<file path="src/rtl/fmul_shifter.sv">
module fmul_shifter #(
  parameter int W   = 24,
  parameter int EXT = 8,
  parameter int SW  = 8,
  parameter int NW  = 5
) (
  input  logic                 clk,
  input  logic                 rst_n,
  input  logic                 start,
  input  logic [W-1:0]         src,
  input  logic                 dir_left,
  input  logic [NW-1:0]        amt,
  input  logic                 fmt_short,
  output logic [2*W+EXT-1:0]   acc,
  output logic                 done
);
  localparam int ACCW = 2*W + EXT;
  localparam int PW   = 2*W;
  localparam int NMAX = W - 1;
  localparam int SMAX = SW - 1;

  logic [NW-1:0] n_lo, n_eff, lsh, bsh;
  logic [W-1:0]  k_long, k_short, k_now, k_q, src_q, op_a, op_b;
  logic [SW-1:0] k_byte;
  logic          fits_short, take, short_go, long_go, busy;
  logic signed [PW-1:0] prod;
  logic [PW-1:0] frac;
  logic [ACCW-1:0] acc_next;

  assign n_lo  = (amt == '0) ? NW'(1) : amt;
  assign n_eff = (n_lo > NW'(NMAX)) ? NW'(NMAX) : n_lo;

  assign lsh    = dir_left ? (n_eff - NW'(1)) : (NW'(NMAX) - n_eff);
  assign k_long = {{(W-1){1'b0}}, 1'b1} << lsh;

  assign bsh     = NW'(SMAX) - n_eff;
  assign k_byte  = {{(SW-1){1'b0}}, 1'b1} << bsh;
  assign k_short = {k_byte, {(W-SW){1'b0}}};

  assign fits_short = !dir_left && (n_eff <= NW'(SMAX));
  assign k_now      = (fmt_short && fits_short) ? k_short : k_long;

  assign take     = start && !busy;
  assign short_go = take && fmt_short && fits_short;
  assign long_go  = take && !(fmt_short && fits_short);

  assign op_a     = busy ? src_q : src;
  assign op_b     = busy ? k_q   : k_now;
  assign prod     = $signed(op_a) * $signed(op_b);
  assign frac     = {prod[PW-2:0], 1'b0};
  assign acc_next = {{EXT{frac[PW-1]}}, frac};

  always_ff @(posedge clk) begin
    if (!rst_n) begin
      acc   <= '0;
      done  <= 1'b0;
      busy  <= 1'b0;
      src_q <= '0;
      k_q   <= '0;
    end else begin
      done <= 1'b0;
      if (short_go || busy) begin
        acc  <= acc_next;
        done <= 1'b1;
      end
      if (busy) busy <= 1'b0;
      if (long_go) begin
        busy  <= 1'b1;
        src_q <= src;
        k_q   <= k_now;
      end
    end
  end
endmodule

</file>
<file path="config.mk">
export PLATFORM = sky130hd
export DESIGN_NAME = fmul_shifter
export DESIGN_NICKNAME = d
export VERILOG_FILES = /design/src/rtl/fmul_shifter.sv
export SDC_FILE = /design/constraint.sdc
export NUM_CORES = 2
export LEC_CHECK = 0
export ABC_CLOCK_PERIOD_IN_PS = 17000
export BUFFER_PORTS_ARGS = -buffer_cell sky130_fd_sc_hd__buf_2
export CAP_MARGIN = 10
export CORE_UTILIZATION = 50
export CTS_CLUSTER_DIAMETER = 200
export DETAILED_ROUTE_END_ITERATION = 8
export HOLD_SLACK_MARGIN = 0.05
export PLACE_DENSITY = 0.74
export SYNTH_ARGS = -nofsm -noshare
export SYNTH_HDL_FRONTEND = slang
export SYNTH_SLANG_ARGS = --single-unit
</file>
<file path="constraint.sdc">
create_clock -name clk -period 17 [get_ports clk]
set_clock_uncertainty 0.05 [all_clocks]
set_input_delay 0.85 -clock clk [delete_from_list [all_inputs] [get_ports clk]]
set_output_delay 0.85 -clock clk [all_outputs]
set_load 0.01 [all_outputs]
</file>
==> reports/results.tsv <==
metric	value	unit
initial drt markers	1721	
Max Freq	104.7	MHz
Final period util	56.16	%
CORE AREA	50170	um^2
Ys Warns	0	
fraction of registers with async set/reset	0	%
Syn Area/Cell	8.700	um^2
Antenna Violating Nets Remaining	0	
synthesized area	25460	um^2
Worst path most repeated cell	fa_1	
vias per cell	5.596	
global route overflow	0	
I/O pin count	91	
initial antenna violation count	2	
Placement Cell Area	26570	um^2
Hold Path Class	reg2reg	
CTS buffer count	9	
HPWL after DPL	60.15	mm
Cell Pwr Density	42.68	nW/um^2
Worst EP required	17.21	ns
vias	20110	
first-pass GRT wire length	119.2	mm
Slew HR	17.69	%
vias in the first global route	21570	
crit path DAT	9.76	ns
Initial DRT Pass Iterations	5	
drt total wl	75.36	mm
min cycle time layout	9.547	ns
Final Net Count	3679	
post-layout util	53.60	%
Final Hold Fails	0	
synth-to-layout area growth	5.643	%
Final GP Congestion	0.9547	
Clock Path Buffers	2	
input/output buffers	89	
clk_lat worst skew	0.38	ns
worst path buffer plus inverter count	8	
hold buffer count at cts	0	
TritonCTS clock tree	yes	
status	complete, no violations	
Distinct cells, synth	70	
Post-CTS Setup Inserts	0	
H-tree depth	3	
max-cap violation count	0	
All-Layer GR Usage	30.90	%
final setup vio count	0	
static leakage	13.43	nW
unrepaired setup endpoints after global routing	no	
die width	227.6	um
worst-margin pin slew	1.211	ns
register area share after synthesis	7.628	%
Die Area	51820	um^2
nature of the critical path endpoint	flip-flop	
largest net degree at the start of global routing	106	
Sink Count	97	
post-route cell area	26890	um^2
element type at the critical path start	flip-flop	
#FFs+latches synth	97	
WHS	0.4178	ns
layout cells sized above 1	7.879	%
Peak VDD IR	0.00005347	V
setup_tns	0	ns
clk slew on worst S/H paths	0.08	ns
Slew Viols, Final	0	
critical path's slowest cell	dfxtp_4	
commonest non-fill, non-tap cell in the layout	inv_1	
Mapped Nets	3691	
ys flop type	dfxtp_1	
cell count after synthesis	2926	
crit path kind	reg2reg	
clock root buffer	clkbuf_16	
worst-path fanout max	66	
crit-path leading delay family	adder cells	
starting density of the core	50.74	%
CP peak stage delay	0.77	ns
# DRC	0	
most frequent cells in the layout	inv_1 (614), fa_1 (599), nand2_1 (466), nor2_1 (298), ha_1 (132)	
chip height	227.6	um
post_cts resized	0	
wire per inst	20.97	um
row count	82	
EDFF count, synth	0	
sequential cells by signal, summed over array words and instances (netlist names):
signal / flops
k_q: 24
acc: 47
busy: 1
src_q: 24
done: 1
metal layers:
metal	vias to the layer above	track usage, %	part of all wire [%]
met5	-	0	0
met4	0	15.98	6.0
met3	269	6.698	8.9
met2	983	50.17	47
met1	10190	38.92	38
li1	8667	-	-
logic make-up (layout without fill, tap and decap cells):
logic type               Yosys count  after routing  share of synthesized area [%]
AND/OR/NAND/NOR                  933            933                          15.46
buffers and inverters            771            764                          11.57
other                              1              4                        0.01473
adder cells (fa/ha/maj)          731            731                          53.60
flip-flops                        97             97                          7.628
XOR/XNOR                          58             58                          1.996
AO/OA/AOI/OAI                    274            274                          7.186
multiplexers                      61             61                          2.546
synth_stat cells (30+ instances only):
library cell / n / area [um^2]
inv_1: 614 / 2305
fa_1: 599 / 11990
nand2_1: 466 / 1749
nor2_1: 298 / 1119
ha_1: 132 / 1652
clkbuf_1: 129 / 484.2
dfxtp_1: 97 / 1942
o21ai_0: 66 / 330.3
and2_1: 53 / 331.6
a21oi_1: 52 / 260.3
xnor2_1: 40 / 350.3
a21boi_0: 39 / 292.8
mux2i_1: 31 / 310.3
mux2_2: 30 / 337.8
area by class of cell:
| class | instances | area, um^2 |
|---|---|---|
| Multi-Input combinational cell | 2058 | 20690 |
| Clock buffer | 11 | 252.7 |
| Tap cell | 672 | 840.8 |
| Sequential cell | 97 | 1946 |
| Timing Repair Buffer | 133 | 775.7 |
| Inverter | 615 | 2308 |
| Clock inverter | 5 | 66.31 |
| Antenna cell | 3 | 7.507 |
| Fill cell | 4554 | 23280 |
final timing paths:
| check | endpoint | cells past startpoint | slack, ns | startpoint |
|---|---|---|---|---|
| worst max-delay path | acc[45]$_SDFFE_PN0P_ | 28 | 7.45 | busy$_SDFF_PN0_ |
| worst min-delay path | acc[11]$_SDFFE_PN0P_ | 2 | 0.42 | acc[11]$_SDFFE_PN0P_ |
| worst min register to register | acc[11]$_SDFFE_PN0P_ | 2 | 0.42 | acc[11]$_SDFFE_PN0P_ |
| worst max register to register | acc[45]$_SDFFE_PN0P_ | 28 | 7.45 | busy$_SDFF_PN0_ |
worst min-delay path, stage by stage, from the launching register on:
cell,delay [ns]
dfxtp_1,0.31
nand2_1,0.05
a21boi_0,0.06
power breakdown:
| group | switching, W | internal (W) |
|---|---|---|
| Clock | 0.000108 | 0.000125 |
| Combinational | 0.000424 | 0.000235 |
| Sequential | 0.0000131 | 0.000242 |
through the flow:
step | power [W] | cells | setup slack (ns)
final | 0.001148 | 3594 | 7.453
after detailed placement | 0.0009115 | 3575 | 7.459
after floorplan | 0.0006918 | 2926 | 8.592
after global routing | 0.001219 | 3591 | 6.988
after global placement | 0.0008991 | 3575 | 7.562
after CTS | 0.001148 | 3591 | 7.503
Power figures use the tool's default switching activity.
